**src/rtl/stepdiv_pkg.sv**
```systemverilog
package stepdiv_pkg;
  typedef enum logic [1:0] {
    CMD_START = 2'b00,
    CMD_STEP  = 2'b01,
    CMD_RDQ   = 2'b10,
    CMD_RDR   = 2'b11
  } cmd_e;

  typedef enum logic {
    ST_IDLE = 1'b0,
    ST_RUN  = 1'b1
  } state_e;
endpackage

```
**src/rtl/stepdiv_rcell.sv**
```systemverilog
// One restoring-division bit: shift in, trial subtract, keep or restore.
module stepdiv_rcell #(
  parameter int DW = 8
) (
  input  logic [DW-1:0] rem_i,
  input  logic          bit_i,
  input  logic [DW-1:0] dvs_i,
  output logic [DW-1:0] rem_o,
  output logic          qbit_o
);
  logic [DW:0] shifted;
  logic [DW:0] trial;

  always_comb begin
    shifted = {rem_i, bit_i};
    trial   = shifted - {1'b0, dvs_i};
    qbit_o  = (shifted >= {1'b0, dvs_i});
    rem_o   = qbit_o ? trial[DW-1:0] : shifted[DW-1:0];
  end
endmodule

```
**src/rtl/stepdiv_ctrl.sv**
```systemverilog
module stepdiv_ctrl
  import stepdiv_pkg::*;
#(
  parameter int DW        = 8,
  parameter int STEP_BITS = 4,
  parameter int CW        = $clog2(DW + 1)
) (
  input  logic          clk_i,
  input  logic          rst_ni,
  input  logic          req_i,
  input  cmd_e          cmd_i,
  input  logic          div_zero_i,
  input  logic [CW-1:0] cnt_i,
  output logic          busy_o,
  output logic          done_o,
  output logic          run_o,
  output logic [CW-1:0] idx_o,
  output logic          ld_start_o,
  output logic          ld_step_o,
  output logic          rd_q_o,
  output logic          rd_r_o,
  output logic          upd_cnt_o,
  output logic [CW-1:0] cnt_nxt_o,
  output logic          err_set_o
);
  localparam logic [CW-1:0] DW_C = CW'(DW);
  localparam logic [CW-1:0] ST_C = CW'(STEP_BITS);

  state_e        state_q;
  logic [CW-1:0] left_q;
  logic [CW-1:0] idx_q;
  logic          done_q;
  logic          accept;
  logic [CW-1:0] eff_cnt;
  logic [CW-1:0] take;

  assign accept  = req_i && (state_q == ST_IDLE);
  assign eff_cnt = (cnt_i > DW_C) ? DW_C : cnt_i;
  assign take    = (eff_cnt > ST_C) ? ST_C : eff_cnt;

  assign ld_start_o = accept && (cmd_i == CMD_START) && !div_zero_i;
  assign err_set_o  = accept && (cmd_i == CMD_START) && div_zero_i;
  assign ld_step_o  = accept && (cmd_i == CMD_STEP) && (take != '0);
  assign upd_cnt_o  = accept && (cmd_i == CMD_STEP);
  assign cnt_nxt_o  = eff_cnt - take;
  assign rd_q_o     = accept && (cmd_i == CMD_RDQ);
  assign rd_r_o     = accept && (cmd_i == CMD_RDR);
  assign run_o      = (state_q == ST_RUN);
  assign busy_o     = (state_q == ST_RUN);
  assign done_o     = done_q;
  assign idx_o      = idx_q;

  always_ff @(posedge clk_i or negedge rst_ni) begin
    if (!rst_ni) begin
      state_q <= ST_IDLE;
      left_q  <= '0;
      idx_q   <= '0;
      done_q  <= 1'b0;
    end else if (state_q == ST_RUN) begin
      left_q <= left_q - 1'b1;
      idx_q  <= idx_q - 1'b1;
      if (left_q == CW'(1)) begin
        state_q <= ST_IDLE;
        done_q  <= 1'b1;
      end else begin
        done_q <= 1'b0;
      end
    end else if (accept) begin
      if (ld_start_o) begin
        state_q <= ST_RUN;
        left_q  <= DW_C;
        idx_q   <= DW_C - 1'b1;
        done_q  <= 1'b0;
      end else if (ld_step_o) begin
        state_q <= ST_RUN;
        left_q  <= take;
        idx_q   <= eff_cnt - 1'b1;
        done_q  <= 1'b0;
      end else begin
        done_q <= 1'b1;
      end
    end else begin
      done_q <= 1'b0;
    end
  end
endmodule

```
**src/rtl/stepdiv_core.sv**
```systemverilog
module stepdiv_core #(
  parameter int DW = 8,
  parameter int CW = $clog2(DW + 1)
) (
  input  logic          clk_i,
  input  logic          rst_ni,
  input  logic [DW-1:0] opa_i,
  input  logic [DW-1:0] opb_i,
  input  logic          run_i,
  input  logic [CW-1:0] idx_i,
  input  logic          ld_start_i,
  input  logic          ld_step_i,
  input  logic          rd_q_i,
  input  logic          rd_r_i,
  input  logic          upd_cnt_i,
  input  logic [CW-1:0] cnt_nxt_i,
  input  logic          err_set_i,
  output logic [DW-1:0] result_o,
  output logic [CW-1:0] cnt_o,
  output logic          ezf_o,
  output logic          err_o
);
  logic [DW-1:0] quo_q, rem_q, dvs_q, src_q;
  logic [DW-1:0] result_q;
  logic [CW-1:0] cnt_q;
  logic          ezf_q, err_q;
  logic [DW-1:0] sel_mask;
  logic          in_bit;
  logic [DW-1:0] rem_nxt;
  logic          qbit;

  assign sel_mask = DW'(1) << idx_i;
  assign in_bit   = |(src_q & sel_mask);

  stepdiv_rcell #(.DW(DW)) i_rcell (
    .rem_i  (rem_q),
    .bit_i  (in_bit),
    .dvs_i  (dvs_q),
    .rem_o  (rem_nxt),
    .qbit_o (qbit)
  );

  always_ff @(posedge clk_i or negedge rst_ni) begin
    if (!rst_ni) begin
      quo_q <= '0;
      rem_q <= '0;
      dvs_q <= '0;
      src_q <= '0;
    end else if (ld_start_i) begin
      quo_q <= '0;
      rem_q <= '0;
      dvs_q <= opb_i;
      src_q <= opa_i;
    end else if (ld_step_i) begin
      src_q <= opa_i;
    end else if (run_i) begin
      quo_q <= {quo_q[DW-2:0], qbit};
      rem_q <= rem_nxt;
    end
  end

  always_ff @(posedge clk_i or negedge rst_ni) begin
    if (!rst_ni) begin
      result_q <= '0;
      cnt_q    <= '0;
      ezf_q    <= 1'b0;
      err_q    <= 1'b0;
    end else begin
      if (rd_q_i) result_q <= quo_q;
      else if (rd_r_i) result_q <= rem_q;
      if (upd_cnt_i) begin
        cnt_q <= cnt_nxt_i;
        ezf_q <= (cnt_nxt_i == '0);
      end
      if (err_set_i) err_q <= 1'b1;
    end
  end

  assign result_o = result_q;
  assign cnt_o    = cnt_q;
  assign ezf_o    = ezf_q;
  assign err_o    = err_q;
endmodule

```
**src/rtl/stepdiv.sv**
```systemverilog
module stepdiv
  import stepdiv_pkg::*;
#(
  parameter int DW        = 8,
  parameter int STEP_BITS = 4,
  parameter int CW        = $clog2(DW + 1)
) (
  input  logic          clk_i,
  input  logic          rst_ni,
  input  logic          req_i,
  input  logic [1:0]    cmd_i,
  input  logic [DW-1:0] opa_i,
  input  logic [DW-1:0] opb_i,
  input  logic [CW-1:0] cnt_i,
  output logic          busy_o,
  output logic          done_o,
  output logic [DW-1:0] result_o,
  output logic [CW-1:0] cnt_o,
  output logic          ezf_o,
  output logic          err_o
);
  logic          run;
  logic [CW-1:0] idx;
  logic          ld_start, ld_step, rd_q, rd_r, upd_cnt, err_set;
  logic [CW-1:0] cnt_nxt;

  stepdiv_ctrl #(.DW(DW), .STEP_BITS(STEP_BITS), .CW(CW)) i_ctrl (
    .clk_i      (clk_i),
    .rst_ni     (rst_ni),
    .req_i      (req_i),
    .cmd_i      (cmd_e'(cmd_i)),
    .div_zero_i (opb_i == '0),
    .cnt_i      (cnt_i),
    .busy_o     (busy_o),
    .done_o     (done_o),
    .run_o      (run),
    .idx_o      (idx),
    .ld_start_o (ld_start),
    .ld_step_o  (ld_step),
    .rd_q_o     (rd_q),
    .rd_r_o     (rd_r),
    .upd_cnt_o  (upd_cnt),
    .cnt_nxt_o  (cnt_nxt),
    .err_set_o  (err_set)
  );

  stepdiv_core #(.DW(DW), .CW(CW)) i_core (
    .clk_i      (clk_i),
    .rst_ni     (rst_ni),
    .opa_i      (opa_i),
    .opb_i      (opb_i),
    .run_i      (run),
    .idx_i      (idx),
    .ld_start_i (ld_start),
    .ld_step_i  (ld_step),
    .rd_q_i     (rd_q),
    .rd_r_i     (rd_r),
    .upd_cnt_i  (upd_cnt),
    .cnt_nxt_i  (cnt_nxt),
    .err_set_i  (err_set),
    .result_o   (result_o),
    .cnt_o      (cnt_o),
    .ezf_o      (ezf_o),
    .err_o      (err_o)
  );
endmodule

```
**config.mk**
```make
export PLATFORM = sky130hd
export DESIGN_NAME = stepdiv
export DESIGN_NICKNAME = d
export VERILOG_FILES = /design/src/rtl/stepdiv_pkg.sv /design/src/rtl/stepdiv_rcell.sv /design/src/rtl/stepdiv_ctrl.sv /design/src/rtl/stepdiv_core.sv /design/src/rtl/stepdiv.sv
export SDC_FILE = /design/constraint.sdc
export NUM_CORES = 1
export LEC_CHECK = 0
export BUFFER_PORTS_ARGS = -buffer_cell sky130_fd_sc_hd__buf_2
export CAP_MARGIN = 20
export CORE_MARGIN = 3
export CORE_UTILIZATION = 33
export DETAILED_ROUTE_END_ITERATION = 6
export PLACE_DENSITY_LB_ADDON = 0.05
export SETUP_SLACK_MARGIN = 0.15
export SYNTH_ARGS = -nofsm -noshare
export SYNTH_HDL_FRONTEND = slang
export SYNTH_SLANG_ARGS = --single-unit
```
**constraint.sdc**
```tcl
create_clock -name clk_i -period 4 [get_ports clk_i]
set_input_delay 0.4 -clock clk_i [delete_from_list [all_inputs] [get_ports clk_i]]
set_output_delay 0.4 -clock clk_i [all_outputs]
set_load 0.1 [all_outputs]
```
### After elaboration in Yosys (flattened, before gate mapping)

Index checks and enable logic that the tools add are counted.

* add/sub/neg operators: 5
* multipliers: 0
* div/mod/pow operators: 0
* magnitude comparators: 3
* equal/unequal tests: 5
* shift-type cells: 1
* mux-type cells: 31
* bitwise logic cells: 2
* reduce and logical (&&, ||, !) cells: 21

Operator list (count)
* $mux 8: 11
* $mux 4: 10
* $sub 4x1->4 const B: 3
* $mux 1: 10
* $ge 9x8->1: 1
* $and 8x8->8: 1
* $logic_and 1x1->1: 8
* $logic_not 8->1: 1
* $reduce_bool 2->1: 4
* $reduce_or 8->1: 1
* $shl 1x4->8 const A: 1
* $sub 8x8->8: 1
* $eq 2x2->1 const B: 2
* $eq 4x1->1 const B: 1
* $gt 4x3->1 const B: 1
* $gt 4x4->1 const B: 1
* $logic_not 4->1: 1
* $reduce_and 2->1: 2
* $reduce_bool 4->1: 1
* $sub 4x4->4: 1
* $reduce_bool 3->1: 1
* $eq 2x1->1 const B: 1
* $logic_not 2->1: 1
* $ne 2x1->1 const B: 1
* other kinds (2): 2

* bits in registers: 56
* bits in latches: 0
* RAM bits: 0
* bits in read-only memories: 0
* output and inout bits: 16
* word-level logic and storage cells: 80
* memories: 0

### Logic depth before layout (Yosys ltp)

* depth in word-level cells: 10
* depth in mapped cells: 12
* mapped depth without buffers: 12

### Modules after synthesis

From an unflattened synthesis, not the netlist that was laid out.

* cells, all modules: 315
* area total of the unflattened synthesis: 3209.3 um^2

By module, submodules not included
* stepdiv_core: times used 1, cells an instance 161, area an instance 1894.3 um^2, seq. area each 1151.1 um^2
* stepdiv_ctrl: times used 1, cells an instance 82, area an instance 775.7 um^2, seq. area each 250.2 um^2
* stepdiv_rcell: times used 1, cells an instance 69, area an instance 520.5 um^2, seq. area each 0.0 um^2
* stepdiv: times used 1, cells an instance 3, area an instance 18.8 um^2, seq. area each 0.0 um^2

### Worst setup path before layout

No wires, ideal clock.

* kind: register -> register
* start: register i_ctrl.idx_q[0], in the netlist i_ctrl.idx_o[0]
* end: register i_core.rem_q[3]
* library setup time: 0.134 ns
* data arrival time: 2.579 ns
* data required time: 3.866 ns
* slack: 1.287 ns
* cell stages (with the launch flop): 13
* path buffers: 1
* period minus slack after synthesis: 2.713 ns
* cells stage by stage: dfrtp_1 inv_1 ha_1 a22oi_1 and3_1 a311o_1 ha_1 nor2b_1 o21ai_0 a221oi_1 buf_2 mux2i_1 o21ai_1

* word-level cells in the longest chain between the ends: 8
* elaborated cells between the ends (all ways): 9
* classes of those cells: 1 x add/sub; 1 x order compare; 1 x shift; 4 x mux; 1 x bitwise; 1 x reduce/logical

RTL lines
* from (decl): line stepdiv_ctrl.sv:31 `logic [CW-1:0] idx_q;`
* from (signal assigned): line stepdiv_ctrl.sv:61 `idx_q <= idx_q - 1'b1;`
* from (signal assigned): line stepdiv_ctrl.sv:72 `idx_q <= DW_C - 1'b1;`
* from (signal assigned): line stepdiv_ctrl.sv:77 `idx_q <= eff_cnt - 1'b1;`
* $shl 1x4->8 (*): line stepdiv_core.sv:32 `assign sel_mask = DW'(1) << idx_i;`
* $and 8x8->8 (*): line stepdiv_core.sv:33 `assign in_bit = |(src_q & sel_mask);`
* $reduce_or 8->1 (*): line stepdiv_core.sv:33
* $sub 8x8->8 or $ge 9x8->1 (tied branches): line stepdiv_rcell.sv:16, stepdiv_rcell.sv:17
* $mux 8 (*): line stepdiv_rcell.sv:18 `rem_o = qbit_o ? trial[DW-1:0] : shifted[DW-1:0];`
* $mux 8 (*): line stepdiv_core.sv:56 `end else if (run_i) begin`
* $mux 8 (*): line stepdiv_core.sv:54 `end else if (ld_step_i) begin`
* $mux 8 (*): line stepdiv_core.sv:49 `end else if (ld_start_i) begin`
* to (signal assigned): line stepdiv_core.sv:58 `rem_q <= rem_nxt;`
* to (decl): line stepdiv_core.sv:23 `logic [DW-1:0] quo_q, rem_q, dvs_q, src_q;`

Mark *: on every way between the ends. The rest lies on a longest branch, timed or not. The select of a mux whose other input is x is not followed.
A chain may end at the register's enable or synchronous reset.

### Final worst setup path

* start: register i_ctrl.idx_q[0], in the netlist i_ctrl.idx_o[0]
* end: register i_core.rem_q[0]

The elaborated chain is that of the path after synthesis.

==> metrics.cfg <==
[yosys]
synth_edf_count=0
yosysMostFrequentCell=nand2_1
synth_nets=381
ys_seq_area_share_pct=45.2
ys_top_cells_by_count=86 x nand2_1, 56 x dfrtp_1, 19 x o21ai_0
yosys_warnings=0
synth.area.top_cells=dfrtp_1 45%, nand2_1 10%, ha_1 7.3%
synth_top_area_share_pct=45.2
syn_inst=337
syn_avg_cell_area_sq_um=9.20
synth-main-ff-cell=dfrtp_1
ys_ff_latch=56
syn_area_sq_um=3100
ys_async_sr_fraction_pct=100
synth_cell_types=49
synth_top_area_cell=dfrtp_1

[cts]
htreeDepth=2
numCtsBuffers=5
clock_path_buffers=2
root_buffer=clkbuf_8
cts_setup_buffers=0
cts_resized=0
clk_pin_slew_ps=110
cts.sinks=56
clk_latency_ps=310
cts_tree=yes
ctsHoldBuffers=0

[critical_path]
crit_path_end_kind=register
cp_max_fo=10
r2r_cells=12
r2r_end=i_core.rem_q[0]$_DFFE_PN0P_
crit_slowest_cell=dfrtp_1
worstReg2RegStart=i_ctrl.idx_o[0]$_DFFE_PN0P_
arrival_ps=3260
cp-start-kind=register
required_ps=4260
max_stage_delay_ps=450
reg2reg_slack_ps=1000
worstPathCellList=inv_1, ha_1, a22oi_1, and3_1, a311o_1, ha_1, nor2b_1, o21ai_0, a221oi_1, buf_4, mux2i_1, a22o_1
crit_top_cell=ha_1
path_class=register to register

[sta]
drv_slew=0
setup_tns_ps=0
rsz0062_at_grt=no
tightest_slew_ps=734
period_share_pct=75.1
min_period_ps=3000
whs_ps=215
layout_setup_ws_ps=996
maxSlewHeadroom_pct=51.0
finalSetupViolCount=0
fin_skew_ps=13.0
hold_violations=0
fmax_mhz=333

[finish]
syn_to_final_growth_pct=13.3
drive_gt1_share_pct=15.9
diodes=0
nFillCells=946
final_cells=485
fin_nets=420

[grt]
grt_overflow_total=0
antenna_found_initial=0
grt_max_degree=57
track_usage_pct=13.9
grt_pass1_wl_um=11600
grt_pass1_vias=2244

[floorplan]
core-area_sq_um=8930
rows=34
die_h_um=103
die_w_um=103
ioPinCount=41
initial_utilization_pct=34.7
die_area_sq_um=10600

[place]
dp_cells=477
dp_slack_ps=1020
dp_hpwl_um=4960
io_buffers=40
place.gp.congestion=0.876

[run]
cap_violations=0

[route]
wl_per_cell_um=14.2
drc=0
drt-total-wl_um=6910
drt_first_pass_iters=4
drt-initial-drc-count=87
vias=2406
antenna_left=0
vias_per_cell=4.96

[pwr]
p_leak_nw=1.76
vdd_ir_drop_max_v=0.000317
power_density_nw_per_um2=956

[hold_path]
hp-class=primary input to asynchronous set/reset pin

[outcome]
outcome=complete, no violations

[metal layers]
layer / up-vias / part of all wire, % / track usage, %
li1: 1242 / - / -
met1: 1126 / 54 / 21.4
met2: 36 / 42 / 20.2
met3: 2 / 3.6 / 2.50
met4: 0 / 0.52 / 2.99
met5: - / 0 / 0
[placed cells by master, fill, tap and decap left out, drive strengths merged, types with 2 or more instances in the layout]
| cell | synthesis | routed |
|---|---|---|
| a22o | 4 | 4 |
| nand2 | 86 | 86 |
| dfrtp | 56 | 56 |
| nand2b | 4 | 4 |
| nand4 | 2 | 2 |
| nand3 | 11 | 11 |
| a21oi | 14 | 14 |
| nor3 | 4 | 4 |
| xor2 | 4 | 4 |
| nor4b | 3 | 3 |
| buf | 7 | 46 |
| a21o | 4 | 4 |
| mux2i | 16 | 16 |
| a32o | 2 | 2 |
| ha | 18 | 18 |
| inv | 18 | 19 |
| o21ai | 25 | 25 |
| a31oi | 3 | 3 |
| or4 | 3 | 3 |
| clkbuf | 7 | 6 |
| and2 | 3 | 3 |
| nor2 | 12 | 12 |
| nor2b | 2 | 2 |
| nand3b | 2 | 2 |
| o221ai | 2 | 2 |
| mux2 | 2 | 2 |
| o31ai | 4 | 4 |
| a22oi | 5 | 5 |
[stage by stage]
stage,instance area (sq um),total power [mW],util [%]
floorplan,3100,2.60,-
global route,3510,3.68,39.3
CTS,3510,3.40,39.3
finish,3510,3.36,39.3
global placement,3400,2.99,38.1
detailed placement,3400,3.00,38.1
[registers in the layout (all words and copies together) (netlist names)]
name,count
i_core.quo_q,8
i_core.err_o,1
i_core.rem_q,8
i_ctrl.left_q,4
i_core.ezf_o,1
i_core.dvs_q,8
i_core.cnt_o,4
i_ctrl.busy_o,1
i_ctrl.done_o,1
i_core.result_o,8
i_ctrl.idx_o,4
i_core.src_q,8
[worst max-delay path, delay by kind of cell, from the launching register on]
family,cells,cell delay [ps]
compound gates,5,1100
flops,1,450
mux,1,200
buf+inv,2,400
simple gates,2,290
fa+ha+maj,2,510
[worst max path at each step]
stage / startpoint / end / slack (ps) / cells after the start
2_1_floorplan: i_ctrl.idx_o[0]$_DFFE_PN0P_ / i_core.rem_q[3]$_DFFE_PN0P_ / 1290 / 12
3_3_place_gp: i_ctrl.idx_o[0]$_DFFE_PN0P_ / i_core.rem_q[4]$_DFFE_PN0P_ / 1100 / 12
3_5_place_dp: i_ctrl.idx_o[0]$_DFFE_PN0P_ / i_core.rem_q[4]$_DFFE_PN0P_ / 1020 / 12
4_1_cts: i_ctrl.idx_o[0]$_DFFE_PN0P_ / i_core.rem_q[4]$_DFFE_PN0P_ / 980 / 12
5_1_grt: i_ctrl.idx_o[0]$_DFFE_PN0P_ / i_core.rem_q[0]$_DFFE_PN0P_ / 700 / 12
6_report: i_ctrl.idx_o[0]$_DFFE_PN0P_ / i_core.rem_q[0]$_DFFE_PN0P_ / 1000 / 12
[cell families after synthesis]
| kind of cell | share of synthesized area, % |
|---|---|
| compound gates | 14.4 |
| fa+ha+maj | 7.91 |
| buf+inv | 4.72 |
| simple gates | 20.5 |
| flops | 45.2 |
| xor+xnor | 1.41 |
| mux | 5.89 |
[where the power goes]
part	total [mW]	internal (mW)	switching, mW
Combinational	1.93	0.656	1.28
Sequential	1.04	0.831	0.211
Clock	0.381	0.190	0.192
Total	3.36	1.68	1.68
[cell type report]
class                           instances  area (sq um)  share of cell area [%]
Clock inverter                          2          38.8                    1.10
Sequential cell                        56          1400                    39.9
Timing Repair Buffer                   46           245                    6.98
Multi-Input combinational cell        249          1550                    44.2
Tap cell                              108           135                    3.85
Inverter                               18          67.6                    1.92
Clock buffer                            6          72.6                    2.07
(Power assumes the default switching activity.)
